$ cat config.mk
export PLATFORM = sky130hd
export DESIGN_NAME = s2mm_ring_dma
export DESIGN_NICKNAME = d
export VERILOG_FILES = /design/src/rtl/dma_pkg.sv /design/src/rtl/dma_regs.sv /design/src/rtl/dma_engine.sv /design/src/rtl/s2mm_ring_dma.sv
export SDC_FILE = /design/constraint.sdc
export NUM_CORES = 1
export LEC_CHECK = 0
export BUFFER_PORTS_ARGS = -buffer_cell sky130_fd_sc_hd__clkbuf_2
export CORE_MARGIN = 1.5
export CORE_UTILIZATION = 35
export DETAILED_ROUTE_END_ITERATION = 10
export SLEW_MARGIN = 20
export SYNTH_ARGS = -nofsm -noshare
export SYNTH_HDL_FRONTEND = slang
export SYNTH_SLANG_ARGS = --single-unit
$ cat constraint.sdc
create_clock -name clk -period 3.69 [get_ports clk]
set_input_delay 0.369 -clock clk [delete_from_list [all_inputs] [get_ports clk]]
set_output_delay 0.369 -clock clk [all_outputs]
set_load 0.01 [all_outputs]
$ cat src/rtl/dma_pkg.sv
package dma_pkg;

  localparam int ADDR_W = 32;
  localparam int DATA_W = 32;
  localparam int LEN_W  = 26;

  // register indices
  localparam logic [1:0] RI_CTRL = 2'd0;
  localparam logic [1:0] RI_STAT = 2'd1;
  localparam logic [1:0] RI_CUR  = 2'd2;
  localparam logic [1:0] RI_TAIL = 2'd3;

  // control bit positions
  localparam int CB_RUN    = 0;
  localparam int CB_RING   = 1;
  localparam int CB_DONEEN = 2;
  localparam int CB_ERREN  = 3;

  // status bit positions
  localparam int SB_HALT = 0;
  localparam int SB_IDLE = 1;
  localparam int SB_DONE = 2;
  localparam int SB_ERR  = 3;

  typedef enum logic [2:0] {
    ST_HALT  = 3'd0,
    ST_WAIT  = 3'd1,
    ST_FETCH = 3'd2,
    ST_XFER  = 3'd3,
    ST_WBACK = 3'd4
  } eng_st_t;

  // descriptors sit on 16-byte boundaries
  function automatic logic desc_ptr_ok(input logic [3:0] lo);
    return lo == 4'd0;
  endfunction

  // buffer address and length must be word multiples, length non-zero
  function automatic logic desc_body_bad(input logic [1:0] buf_lo,
                                         input logic [LEN_W-1:0] len);
    return (buf_lo != 2'd0) || (len == '0) || (len[1:0] != 2'd0);
  endfunction

  function automatic logic [31:0] status_word(input logic [LEN_W-1:0] bytes);
    return {1'b1, {(31-LEN_W){1'b0}}, bytes};
  endfunction

  function automatic logic desc_filled(input logic [LEN_W-1:0] bytes,
                                       input logic [LEN_W-1:0] len);
    return bytes >= len;
  endfunction

endpackage

$ cat src/rtl/dma_regs.sv
module dma_regs
  import dma_pkg::*;
#(
  parameter int AW = ADDR_W,
  parameter int DW = DATA_W
) (
  input  logic          clk,
  input  logic          rst_n,
  input  logic          reg_wr,
  input  logic [1:0]    reg_idx,
  input  logic [DW-1:0] reg_wdata,
  output logic [DW-1:0] reg_rdata,
  input  logic          eng_halted,
  input  logic          eng_idle,
  input  logic          ev_done,
  input  logic          ev_err,
  input  logic          cur_upd,
  input  logic [AW-1:0] cur_nxt,
  output logic          run,
  output logic          ring,
  output logic [AW-1:0] cur_ptr,
  output logic [AW-1:0] tail_ptr,
  output logic          tail_kick,
  output logic          irq_done,
  output logic          irq_err
);

  logic done_en, err_en, done_f, err_f;
  logic wr_ctrl, wr_stat, wr_cur;

  assign wr_ctrl   = reg_wr && (reg_idx == RI_CTRL);
  assign wr_stat   = reg_wr && (reg_idx == RI_STAT);
  assign wr_cur    = reg_wr && (reg_idx == RI_CUR);
  assign tail_kick = reg_wr && (reg_idx == RI_TAIL);

  always_ff @(posedge clk or negedge rst_n) begin
    if (!rst_n) begin
      run      <= 1'b0;
      ring     <= 1'b0;
      done_en  <= 1'b0;
      err_en   <= 1'b0;
      done_f   <= 1'b0;
      err_f    <= 1'b0;
      cur_ptr  <= '0;
      tail_ptr <= '0;
    end else begin
      if (wr_ctrl) begin
        run     <= reg_wdata[CB_RUN];
        ring    <= reg_wdata[CB_RING];
        done_en <= reg_wdata[CB_DONEEN];
        err_en  <= reg_wdata[CB_ERREN];
      end
      if (ev_err) run <= 1'b0;

      if (ev_done)                          done_f <= 1'b1;
      else if (wr_stat && reg_wdata[SB_DONE]) done_f <= 1'b0;

      if (ev_err)                           err_f <= 1'b1;
      else if (wr_stat && reg_wdata[SB_ERR])  err_f <= 1'b0;

      if (cur_upd)                  cur_ptr <= cur_nxt;
      else if (wr_cur && eng_halted) cur_ptr <= AW'(reg_wdata);

      if (tail_kick) tail_ptr <= AW'(reg_wdata);
    end
  end

  always_comb begin
    reg_rdata = '0;
    unique case (reg_idx)
      RI_CTRL: reg_rdata = DW'({err_en, done_en, ring, run});
      RI_STAT: reg_rdata = DW'({err_f, done_f, eng_idle, eng_halted});
      RI_CUR:  reg_rdata = DW'(cur_ptr);
      default: reg_rdata = DW'(tail_ptr);
    endcase
  end

  assign irq_done = done_f & done_en;
  assign irq_err  = err_f & err_en;

endmodule

$ cat src/rtl/dma_engine.sv
module dma_engine
  import dma_pkg::*;
#(
  parameter int AW = ADDR_W,
  parameter int DW = DATA_W
) (
  input  logic          clk,
  input  logic          rst_n,
  input  logic          run,
  input  logic          ring,
  input  logic [AW-1:0] cur_ptr,
  input  logic [AW-1:0] tail_ptr,
  input  logic          tail_kick,
  output logic          mrd_valid,
  output logic [AW-1:0] mrd_addr,
  input  logic          mrd_ready,
  input  logic [DW-1:0] mrd_rdata,
  output logic          mwr_valid,
  output logic [AW-1:0] mwr_addr,
  output logic [DW-1:0] mwr_data,
  input  logic          mwr_ready,
  input  logic          s_tvalid,
  output logic          s_tready,
  input  logic [DW-1:0] s_tdata,
  input  logic          s_tlast,
  output logic          eng_halted,
  output logic          eng_idle,
  output logic          ev_done,
  output logic          ev_err,
  output logic          cur_upd,
  output logic [AW-1:0] cur_nxt,
  output logic          wb_phase
);

  localparam int          LW         = LEN_W;
  localparam int          BEAT_BYTES = DW / 8;
  localparam logic [AW-1:0] STAT_OFS = AW'(12);

  eng_st_t       st_q;
  logic          pend_q, pend_clr;
  logic [1:0]    idx_q;
  logic [AW-1:0] nxt_q, buf_q;
  logic [LW-1:0] len_q, cnt_q, cnt_inc;
  logic          fetch_on, xfer_on, wb_on;
  logic          fetch_hs, wb_hs, beat, fetch_bad, ring_end, last_beat;

  assign fetch_on = (st_q == ST_FETCH) && run;
  assign xfer_on  = (st_q == ST_XFER) && run;
  assign wb_on    = (st_q == ST_WBACK) && run;

  assign fetch_hs  = fetch_on && mrd_ready;
  assign wb_hs     = wb_on && mwr_ready;
  assign beat      = xfer_on && s_tvalid && mwr_ready;
  assign cnt_inc   = cnt_q + LW'(BEAT_BYTES);
  assign last_beat = s_tlast || desc_filled(cnt_inc, len_q);
  assign fetch_bad = desc_body_bad(buf_q[1:0], mrd_rdata[LW-1:0]);
  assign ring_end  = !ring && (cur_ptr == tail_ptr);

  assign mrd_valid = fetch_on;
  assign mrd_addr  = cur_ptr + AW'({idx_q, 2'b00});
  assign s_tready  = xfer_on && mwr_ready;
  assign mwr_valid = (xfer_on && s_tvalid) || wb_on;
  assign mwr_addr  = wb_on ? cur_ptr + STAT_OFS : buf_q + AW'(cnt_q);
  assign mwr_data  = wb_on ? DW'(status_word(cnt_q)) : s_tdata;

  assign ev_done = wb_hs;
  assign ev_err  = ((st_q == ST_WAIT) && run && pend_q && !desc_ptr_ok(cur_ptr[3:0]))
                || (fetch_hs && (idx_q == 2'd2) && fetch_bad)
                || (wb_hs && !ring_end && !desc_ptr_ok(nxt_q[3:0]));
  assign cur_upd = wb_hs && !ring_end;
  assign cur_nxt = nxt_q;

  assign eng_halted = (st_q == ST_HALT);
  assign eng_idle   = (st_q == ST_WAIT) && !pend_q;
  assign wb_phase   = (st_q == ST_WBACK);

  assign pend_clr = ((st_q != ST_HALT) && !run) || ((st_q == ST_WAIT) && run && pend_q);

  always_ff @(posedge clk or negedge rst_n) begin
    if (!rst_n) begin
      st_q   <= ST_HALT;
      pend_q <= 1'b0;
      idx_q  <= '0;
      nxt_q  <= '0;
      buf_q  <= '0;
      len_q  <= '0;
      cnt_q  <= '0;
    end else begin
      pend_q <= tail_kick || (pend_q && !pend_clr);
      unique case (st_q)
        ST_HALT: if (run) st_q <= ST_WAIT;
        ST_WAIT: begin
          if (!run) st_q <= ST_HALT;
          else if (pend_q) begin
            if (desc_ptr_ok(cur_ptr[3:0])) begin
              st_q  <= ST_FETCH;
              idx_q <= '0;
            end else st_q <= ST_HALT;
          end
        end
        ST_FETCH: begin
          if (!run) st_q <= ST_HALT;
          else if (mrd_ready) begin
            idx_q <= idx_q + 2'd1;
            unique case (idx_q)
              2'd0:    nxt_q <= AW'(mrd_rdata);
              2'd1:    buf_q <= AW'(mrd_rdata);
              default: begin
                len_q <= mrd_rdata[LW-1:0];
                cnt_q <= '0;
                st_q  <= fetch_bad ? ST_HALT : ST_XFER;
              end
            endcase
          end
        end
        ST_XFER: begin
          if (!run) st_q <= ST_HALT;
          else if (beat) begin
            cnt_q <= cnt_inc;
            if (last_beat) st_q <= ST_WBACK;
          end
        end
        ST_WBACK: begin
          if (!run) st_q <= ST_HALT;
          else if (mwr_ready) begin
            if (ring_end) st_q <= ST_WAIT;
            else if (!desc_ptr_ok(nxt_q[3:0])) st_q <= ST_HALT;
            else begin
              st_q  <= ST_FETCH;
              idx_q <= '0;
            end
          end
        end
        default: st_q <= ST_HALT;
      endcase
    end
  end

endmodule

$ cat src/rtl/s2mm_ring_dma.sv
module s2mm_ring_dma
  import dma_pkg::*;
#(
  parameter int AW = ADDR_W,
  parameter int DW = DATA_W
) (
  input  logic          clk,
  input  logic          rst_n,
  input  logic          reg_wr,
  input  logic [1:0]    reg_idx,
  input  logic [DW-1:0] reg_wdata,
  output logic [DW-1:0] reg_rdata,
  output logic          irq_done,
  output logic          irq_err,
  output logic          mrd_valid,
  output logic [AW-1:0] mrd_addr,
  input  logic          mrd_ready,
  input  logic [DW-1:0] mrd_rdata,
  output logic          mwr_valid,
  output logic [AW-1:0] mwr_addr,
  output logic [DW-1:0] mwr_data,
  input  logic          mwr_ready,
  input  logic          s_tvalid,
  output logic          s_tready,
  input  logic [DW-1:0] s_tdata,
  input  logic          s_tlast
);

  logic          run, ring, tail_kick;
  logic [AW-1:0] cur_ptr, tail_ptr, cur_nxt;
  logic          eng_halted, eng_idle, ev_done, ev_err, cur_upd, wb_phase;

  dma_regs #(.AW(AW), .DW(DW)) u_regs (
    .clk, .rst_n, .reg_wr, .reg_idx, .reg_wdata, .reg_rdata,
    .eng_halted, .eng_idle, .ev_done, .ev_err, .cur_upd, .cur_nxt,
    .run, .ring, .cur_ptr, .tail_ptr, .tail_kick, .irq_done, .irq_err
  );

  dma_engine #(.AW(AW), .DW(DW)) u_eng (
    .clk, .rst_n, .run, .ring, .cur_ptr, .tail_ptr, .tail_kick,
    .mrd_valid, .mrd_addr, .mrd_ready, .mrd_rdata,
    .mwr_valid, .mwr_addr, .mwr_data, .mwr_ready,
    .s_tvalid, .s_tready, .s_tdata, .s_tlast,
    .eng_halted, .eng_idle, .ev_done, .ev_err, .cur_upd, .cur_nxt, .wb_phase
  );

endmodule

==> results of run 1 <==
[synth_stat cells, drive strengths merged (32+ instances only)]
cell type,instances
nor2,71
mux2,128
nand2,222
clkbuf,52
xnor2,60
a22oi,32
xor2,70
dfrtp,190
nor2b,37
inv,37
ha,56
buf,37
o21ai,34
a21oi,36
nand3,39
[cell families after synthesis]
kind of cell,share of synthesized area [%]
xor+xnor,9.081
buf+inv,4.121
fa+ha+maj,5.748
mux,14.69
flops,37.92
compound gates,10.45
simple gates,17.99
[sequential cells by signal, summed over array words and instances (netlist names)]
signal,cells
u_regs.err_en,1
u_regs.cur_ptr,32
u_regs.err_f,1
u_eng.cur_nxt,32
u_regs.done_f,1
u_regs.run,1
u_eng.cnt_q,24
u_eng.st_q,3
u_eng.len_q,26
u_regs.tail_ptr,32
u_eng.pend_q,1
u_eng.buf_q,32
u_regs.done_en,1
u_regs.ring,1
u_eng.idx_q,2
[worst max-delay path: stages, from the launching register on]
cell and delay [ns]:
dfrtp_1 0.39, buf_4 0.17, ha_4 0.28, o21ai_2 0.06, o21a_2 0.23, or4_4 0.55
a21oi_4 0.29, o31ai_4 0.10, buf_4 0.15, nor2b_1 0.13, xnor2_1 0.12, o21ai_1 0.15
buf_2 0.16
[routing by layer]
layer,share of wire (%),wire [µm],global-route usage (%),up-vias
met4,2.5,1032,7.007,0
met1,47,19590,32.49,5375
met2,45,18750,34.57,359
met3,5.2,2173,3.073,53
met5,0,0,0,-
li1,-,-,-,5073
[per-stage QoR]
| step | std cells | hold slack (ns) | worst slack (ns) | power [mW] | utilization (%) |
|---|---|---|---|---|---|
| 2_1_floorplan | 1326 | 0.07341 | 0.05658 | 5.241 | - |
| 3_3_place_gp | 1989 | 0.4829 | 0.09171 | 6.501 | 40.62 |
| 3_5_place_dp | 1989 | 0.4919 | 0.001404 | 6.548 | 40.62 |
| 4_1_cts | 2022 | 0.05769 | 0.01025 | 8.508 | 42.35 |
| 5_1_grt | 2029 | 0.07896 | -0.01460 | 9.120 | 43.14 |
| 6_report | 2029 | -0.0002776 | 0.09646 | 8.588 | 43.14 |
[power by group through the flow]
stage	Clock, mW	Sequential [mW]	Combinational [mW]
6_report	1.94	3.28	3.37
5_1_grt	2.05	3.37	3.71
4_1_cts	1.97	3.25	3.29
3_5_place_dp	0	3.29	3.26
3_3_place_gp	0	3.26	3.24
2_1_floorplan	0	2.82	2.42
[path summary, 6_finish.rpt]
path / startpoint / end / cells past startpoint
max: u_eng.cnt_q[4] / mwr_addr[23] / 12
max reg2reg: u_eng.cnt_q[3] / u_eng.st_q[1] / 17
min in group clk: reg_wdata[7] / u_regs.cur_ptr[7] / 3
min: rst_n / u_regs.tail_ptr[4] / 1
min reg2reg: u_eng.len_q[23] / u_eng.len_q[23] / 1
max in group asynchronous: rst_n / u_regs.cur_ptr[6] / 2
[layout make-up]
cell class	instances	area, µm²	share of cell area [%]
clock inverters	12	147.6	0.9668
inverters	37	138.9	0.9095
flip-flops and latches	190	4756	31.14
multi-input cells	1010	7512	49.19
clock buffers	20	446.7	2.925
well taps	461	576.8	3.777
repair buffers	299	1693	11.09
[repair_timing]
item | in CTS | in global routing
setup endpoints to repair | 5 | 19
hold endpoints to repair | 0 | 0
buffers inserted | 1 | 7
hold buffers | 0 | 0
pin swaps | 2 | 19
gates resized for setup | 4 | 47
==> out/qor.yml, run 1 <==
fillers: 3474
drc: 0
cp-start-kind: "register"
drtAntennaViolNets: 0
clk_latency_ns: 0.45
synth_edf_count: 0
wl_per_cell_um: 20.48
holdCritPathClass: "in -> async"
grt_overflow: 0
setup_viol: 0
critPathKind: "reg -> out"
worst_pin_slew_ns: 0.9032
vias: 10860
root_buffer: "clkbuf_16"
yosysTopAreaCell: "dfrtp_1"
end_kind: "output port"
synthTopCellsByArea: "dfrtp_1, mux2_2, nand2_1"
async_reset_ff_share_pct: 100.0
syn_area_per_cell_um2: 9.456
ys_ff_latch: 190
track_usage_pct: 22.46
die_h_um: 192.3
finalCritPeriodShare_pct: 97.39
fin_skew_ns: 0.01593
grt_pass1_vias: 10570
synthCells: 1326
grt_max_degree: 102
yosysSeqAreaShare_pct: 37.92
die_w_um: 192.3
slew_viol_final: 0
routabilityCongestion: 0.8540
port_buffers: 237
status: "complete, but fails checks"
p_int_mw: 5.130
nets: 1717
syn-num-nets: 1488
cp_max_fo: 6
min_period_ns: 3.594
antenna_found_initial: 0
area_delta_synth_final_pct: 21.79
cap_violations: 0
cts_tree: "done"
clock-sinks: 190
fin_setup_tns_ns: 0
ios: 238
power.share.clock_pct: 22.5
pwr-share-comb_pct: 39.3
cp.arrival_ns: 3.22
numCtsBuffers: 17
final_cell_mix: "clkbuf_2, nand2_1, dfrtp_1"
layout_commonest_cell: "clkbuf_2"
power_frac_seq_pct: 38.2
drt-total-wl_mm: 41.55
ys.flop_type: "dfrtp_1"
dpl_cell_area_um2: 14380
clock_path_buffers: 2
syn_area_um2: 12540
core_um2: 35400
dieArea_um2: 36970
max_freq_mhz: 278.3
ys_warn_count: 0
grt_pass1_wl_mm: 62.47
n_antenna_cell: 0
p_leak_nw: 7.646
start_util_pct: 35.42
synthDistinctLibCells: 68
first_pass_iters: 5
final_cell_area_um2: 15270
hold_viol: 1
power_density_nw_per_um2: 562.4
finalHoldWorstSlack_ns: -0.0002776
cts_max_level: 4
worstPathRequired_ns: 3.32
netlist.area_leader.share_pct: 37.92
slew_headroom_pct: 39.64
rows: 69
ir_drop_uv: 342.4
dp_hpwl_mm: 31.95
drtIter0Drc: 813
r2r_setup_slack_ns: 0.15
layout-drive-gt1-share_pct: 33.16
violations: "negative hold slack"
viasPerCell: 5.352
swShare_pct: 40.27
clk_pin_slew_ns: 0.07
switching_power_mw: 3.459
Power figures use the tool's default switching activity.
==> run 2, diff against run 1 <==
- PLACE_DENSITY: default -> 0.63
==> out/qor.yml, run 2 (synthesis results as in run 1) <==
fin_skew_ns: 0.01341  # -0.002523 ns
clk_latency_ns: 0.44  # about the same
finalCritPeriodShare_pct: 98.03  # +0.65 points
drtAntennaViolNets: 0  # unchanged
hold_viol: 0  # -1
drtIter0Drc: 872  # +7.3%
die_h_um: 192.3  # unchanged
vias: 10850  # -0.11%
track_usage_pct: 22.44  # about the same
wl_per_cell_um: 20.36  # -0.57%
end_kind: "output port"
clock_path_buffers: 2  # unchanged
path_common_cell: "a21oi_4"
final_cell_mix: "clkbuf_2, nand2_1, dfrtp_1"
worstPathRequired_ns: 3.32  # about the same
clock-sinks: 190  # unchanged
path_cells: "buf_4 -> ha_4 -> a211oi_2 -> o21a_1 -> or4_4 -> a21oi_4 -> o21ai_4 -> a21oi_4 -> a31o_2 -> o211ai_1 -> buf_2"
cts_tree: "done"
min_period_ns: 3.617  # +0.02393 ns
dp_hpwl_mm: 32.09  # +0.47%
ios: 238  # unchanged
antenna_found_initial: 2  # +2
holdCritPathClass: "in -> reg"
p_leak_nw: 7.600  # -0.61%
setup_viol: 0  # unchanged
fin_setup_tns_ns: 0  # unchanged
critPathSlowestCell: "or4_4"
layout-drive-gt1-share_pct: 32.69  # -0.47 points
core_um2: 35400  # unchanged
die_w_um: 192.3  # unchanged
critPathKind: "reg -> out"
grt_max_degree: 81  # -21%
status: "finished, final reports clean"
first_pass_iters: 6  # +1
max_stage_delay_ns: 0.56  # about the same
rsz0062_at_grt: "true"
slew_viol_final: 0  # unchanged
slew_headroom_pct: 39.03  # -0.61 points
cp_max_fo: 5  # -1
start_util_pct: 35.42  # unchanged
port_buffers: 237  # unchanged
final_cell_area_um2: 15210  # -0.41%
numCtsBuffers: 17  # unchanged
clk_pin_slew_ns: 0.07  # about the same
cap_violations: 0  # unchanged
routabilityCongestion: 0.9456  # +11%
nets: 1716  # -0.058%
drt-total-wl_mm: 41.32  # -0.57%
ir_drop_uv: 308.8  # -9.8%
rows: 69  # unchanged
grt_overflow: 0  # unchanged
viasPerCell: 5.346  # -0.11%
max_freq_mhz: 276.4  # -0.66%
area_delta_synth_final_pct: 21.29
cp-start-kind: "register"
grt_pass1_wl_mm: 62.57  # +0.16%
dieArea_um2: 36970  # unchanged
root_buffer: "clkbuf_16"
dpl_cell_area_um2: 14350  # -0.19%
cp.arrival_ns: 3.25  # +0.03 ns
final_util_pct: 42.97  # -0.18 points
power_density_nw_per_um2: 559.4  # -0.54%
grt_pass1_vias: 10350  # -2.0%
worst_pin_slew_ns: 0.9123  # +0.009180 ns
drc: 0  # unchanged
cts_max_level: 4  # unchanged
layout_commonest_cell: "clkbuf_2"
[run 2: changes by cell type in the layout (fill, tap and decap cells not counted), sizes merged]
| cell | delta |
|---|---|
| buf | -4 |
| inv | -4 |
| clkbuf | +2 |
| clkinvlp | +2 |
| diode | +2 |
| clkinv | +1 |
| dlygate4sd3 | +1 |
[run 2: area by class of cell]
cell class | count | area [µm²]
Clock buffer | 20 | 446.7
Fill cell | 3463 | 20190
Timing Repair Buffer | 298 | 1672
Tap cell | 461 | 576.8
Multi-Input combinational cell | 1010 | 7482
Antenna cell | 2 | 5.005
Inverter | 37 | 138.9
Clock inverter | 11 | 132.6
Sequential cell | 190 | 4755
[run 2: metal layers]
metal | GRT usage (%) | routed length, µm
met1 | 32.40 | 19160
met3 | 3.219 | 2379
met4 | 6.321 | 939
met5 | 0 | 0
met2 | 34.85 | 18840
[run 2: power by group]
group,switching [mW],total [mW],leakage [nW],internal (mW)
logic,1.87,3.37,4.81,1.50
registers,0.701,3.27,2.51,2.57
clock network,0.839,1.86,0.278,1.02
total,3.41,8.51,7.60,5.10
[run 2: path summary, 6_finish.rpt]
| check | from | end | slack [ns] | cells past startpoint |
|---|---|---|---|---|
| setup / recovery | u_eng.cnt_q[3] | mwr_addr[31] | 0.07 | 11 |
| hold / removal | reg_wdata[26] | u_regs.cur_ptr[26] | 0.17 | 3 |
| setup reg to reg | u_eng.cnt_q[5] | u_eng.st_q[1] | 0.14 | 17 |
| hold reg to reg | u_eng.len_q[4] | u_eng.len_q[4] | 0.51 | 1 |
| max in group asynchronous | rst_n | u_eng.buf_q[24] | 2.21 | 3 |
| min in group asynchronous | rst_n | u_regs.err_en | 0.53 | 2 |
[run 2: worst max-delay path: cells and delay by family (launching register included)]
family                   cells  cell delay (ns)
adder cells (fa/ha/maj)      1             0.28
buffers and inverters        2             0.34
AO/OA/AOI/OAI                7             1.25
flip-flops                   1             0.39
AND/OR/NAND/NOR              1             0.56
[run 2: timing repair]
item                                    4_1_cts  5_1_grt
hold buffers                                  1        0
pin swaps                                     1       17
endpoints found under the setup margin        6       16
endpoints found under the hold margin        49        0
gates resized for setup                       7       34
setup buffers                                 0        8
[run 2: stage by stage]
stage	std cells	total power, mW	setup slack (ns)	hold slack, ns
floorplan	1326	5.241	0.05658	0.07341
global placement	1987	6.519	0.09520	0.4411
detailed placement	1987	6.583	-0.001999	0.4417
CTS	2019	8.477	0.01390	0.1533
global route	2029	9.032	-0.02812	0.1691
finish	2029	8.507	0.07253	0.1733
==> run 3, diff against run 2 <==
- GPL_ROUTABILITY_DRIVEN: default -> 1
- PLACE_DENSITY: 0.63 -> 0.61
- SLEW_MARGIN: 20 -> default
- clock period: 3.69 -> 3.5 ns (I/O delays scaled with it)
==> out/qor.yml, run 3 (synthesis results as in run 1) <==
cp_max_fo: 4  # -1
ir_drop_uv: 371.6  # +20%
viasPerCell: 5.363  # +0.31%
dp.cells: 2004  # +0.86%
layout_setup_ws_ns: 0.01870  # -0.05384 ns
power.share.clock_pct: 22.7  # +0.8 points
dieArea_um2: 36970  # unchanged
drtIter0Drc: 894  # +2.5%
die_h_um: 192.3  # unchanged
layout_commonest_cell: "clkbuf_2"
numCtsBuffers: 17  # unchanged
drt-total-wl_mm: 42.12  # +1.9%
final_cells: 2047  # +0.89%
ios: 238  # unchanged
slew_headroom_pct: 40.05  # +1.0 points
slew_viol_final: 0  # unchanged
pwr-share-comb_pct: 39.7  # about the same
holdCritPathClass: "in -> async"
wl_per_cell_um: 20.58  # +1.1%
drtAntennaViolNets: 0  # unchanged
vias: 10980  # +1.2%
power_density_nw_per_um2: 590.8  # +5.6%
grt_pass1_vias: 10670  # +3.0%
end_kind: "output port"
met1_usage_pct: 32.71  # +0.32 points
seqCellArea_um2: 4756  # about the same
die_w_um: 192.3  # unchanged
status: "complete, but fails checks"
critPathKind: "reg -> out"
swShare_pct: 40.22  # +0.13 points
layout-drive-gt1-share_pct: 34.64  # +1.9 points
dp_hpwl_mm: 32.24  # +0.46%
clock-sinks: 190  # unchanged
power_frac_seq_pct: 37.6  # -0.9 points
area_delta_synth_final_pct: 24.09
hold_viol: 1  # +1
worstPathRequired_ns: 3.15  # -0.17 ns
antenna_found_initial: 0  # -2
finalCritPeriodShare_pct: 99.47
grt_overflow: 0  # unchanged
switching_power_mw: 3.697  # +8.4%
fin_skew_ns: 0.01389  # +0.0004840 ns
cts_max_level: 4  # unchanged
root_buffer: "clkbuf_16"
min_period_ns: 3.481
routabilityCongestion: 0.9032  # -4.5%
met3_usage_pct: 3.801  # +0.58 points
multi_input_area_um2: 7654  # +2.3%
grt_use_met2_pct: 34.63  # -0.22 points
final_cell_mix: "clkbuf_2, nand2_1, dfrtp_1"
clk_pin_slew_ns: 0.07  # about the same
track_usage_pct: 22.82  # +0.38 points
setup_viol: 0  # unchanged
grt_pass1_wl_mm: 63.47  # +1.4%
max_freq_mhz: 287.2
cp-start-kind: "register"
cp.arrival_ns: 3.13  # -0.12 ns
rows: 69  # unchanged
grt_max_degree: 101  # +25%
p_int_mw: 5.495  # +7.8%
worst_pin_slew_ns: 0.8971  # -0.01520 ns
drc: 0  # unchanged
core_um2: 35400  # unchanged
p_leak_nw: 7.742  # +1.9%
port_buffers: 237  # unchanged
rsz0062_at_grt: "true"
fillers: 3504  # +1.2%
nets: 1734  # +1.0%
clk_latency_ns: 0.45  # about the same
first_pass_iters: 5  # -1
violations: "negative hold slack"
grt-busiest-layer: "met2"
start_util_pct: 35.42  # unchanged
cts_tree: "done"
dp_worst_setup_slack_ns: -0.1389  # -0.1369 ns
fin_setup_tns_ns: 0  # unchanged
clock_path_buffers: 2  # unchanged
finalHoldWorstSlack_ns: -0.005316  # -0.1787 ns
cap_violations: 0  # unchanged
==> run 3: cell types whose count changed in the layout (fill, tap and decap cells not counted), moves of 3 or more <==
cell / change
a21oi_1: -5
a21oi_2: +4
buf_2: +4
buf_4: +16
buf_6: +4
clkbuf_2: -5
ha_1: -3
ha_4: +4
nor3_1: -4
nor3_2: +3
==> run 3: area by class of cell <==
| class | count | area share (%) |
|---|---|---|
| diodes | 1 | 0.01608 |
| clock buffers | 19 | 2.782 |
| clock inverters | 13 | 1.134 |
| inverters | 37 | 0.8926 |
| multi-input cells | 1010 | 49.19 |
| flip-flops and latches | 190 | 30.57 |
| well taps | 461 | 3.707 |
| repair buffers | 316 | 11.71 |
==> run 3: path summary, 6_finish.rpt <==
check / startpoint / endpoint / slack, ns / cells past startpoint
min reg2reg: u_eng.cur_nxt[26] / u_regs.cur_ptr[26] / 0.50 / 2
max: u_eng.cnt_q[3] / mwr_addr[26] / 0.02 / 12
max reg2reg: u_eng.cnt_q[4] / u_eng.st_q[1] / 0.04 / 16
min in group clk: reg_wdata[26] / u_regs.cur_ptr[26] / 0.14 / 3
max in group asynchronous: rst_n / u_eng.buf_q[22] / 2.62 / 2
min: rst_n / u_regs.err_en / -0.005 / 1
==> run 3: stage by stage <==
stage | hold slack (ns) | total power, mW | utilization, % | instance area [µm²]
floorplan | 0.05441 | 5.527 | - | 12550
global placement | 0.4860 | 6.912 | 40.94 | 14490
detailed placement | 0.4895 | 6.955 | 40.94 | 14490
CTS | 0.03071 | 9.156 | 43.46 | 15380
global route | 0.04824 | 9.718 | 43.95 | 15560
finish | -0.005316 | 9.191 | 43.96 | 15560
==> run 3: timing repair <==
action	CTS	global route
hold buffers	0	0
pin swaps	21	25
endpoints found under the setup margin	20	25
endpoints found under the hold margin	0	0
buffers inserted	7	3
resized for setup	39	35
==> run 3: layer usage <==
layer / up-vias / share of wire, %
met2: 408 / 45
met4: 0 / 2.8
met1: 5411 / 46
met5: - / 0
met3: 64 / 6.3
li1: 5095 / -
==> run 3: power by group through the flow <==
stage	Combinational (mW)	Clock, mW	Sequential, mW
6_report	3.65	2.09	3.46
5_1_grt	3.98	2.20	3.54
4_1_cts	3.60	2.12	3.43
3_5_place_dp	3.49	0	3.46
3_3_place_gp	3.48	0	3.43
2_1_floorplan	2.55	0	2.98
==> run 3: critical path: stages, from the launching register on <==
cell	delay [ns]
dfrtp_1	0.41
buf_6	0.14
ha_4	0.28
a211oi_4	0.06
o21a_1	0.21
or4_4	0.51
a21oi_4	0.28
o31ai_4	0.12
buf_4	0.15
o21ai_2	0.10
a31oi_1	0.10
a21oi_1	0.17
buf_2	0.16
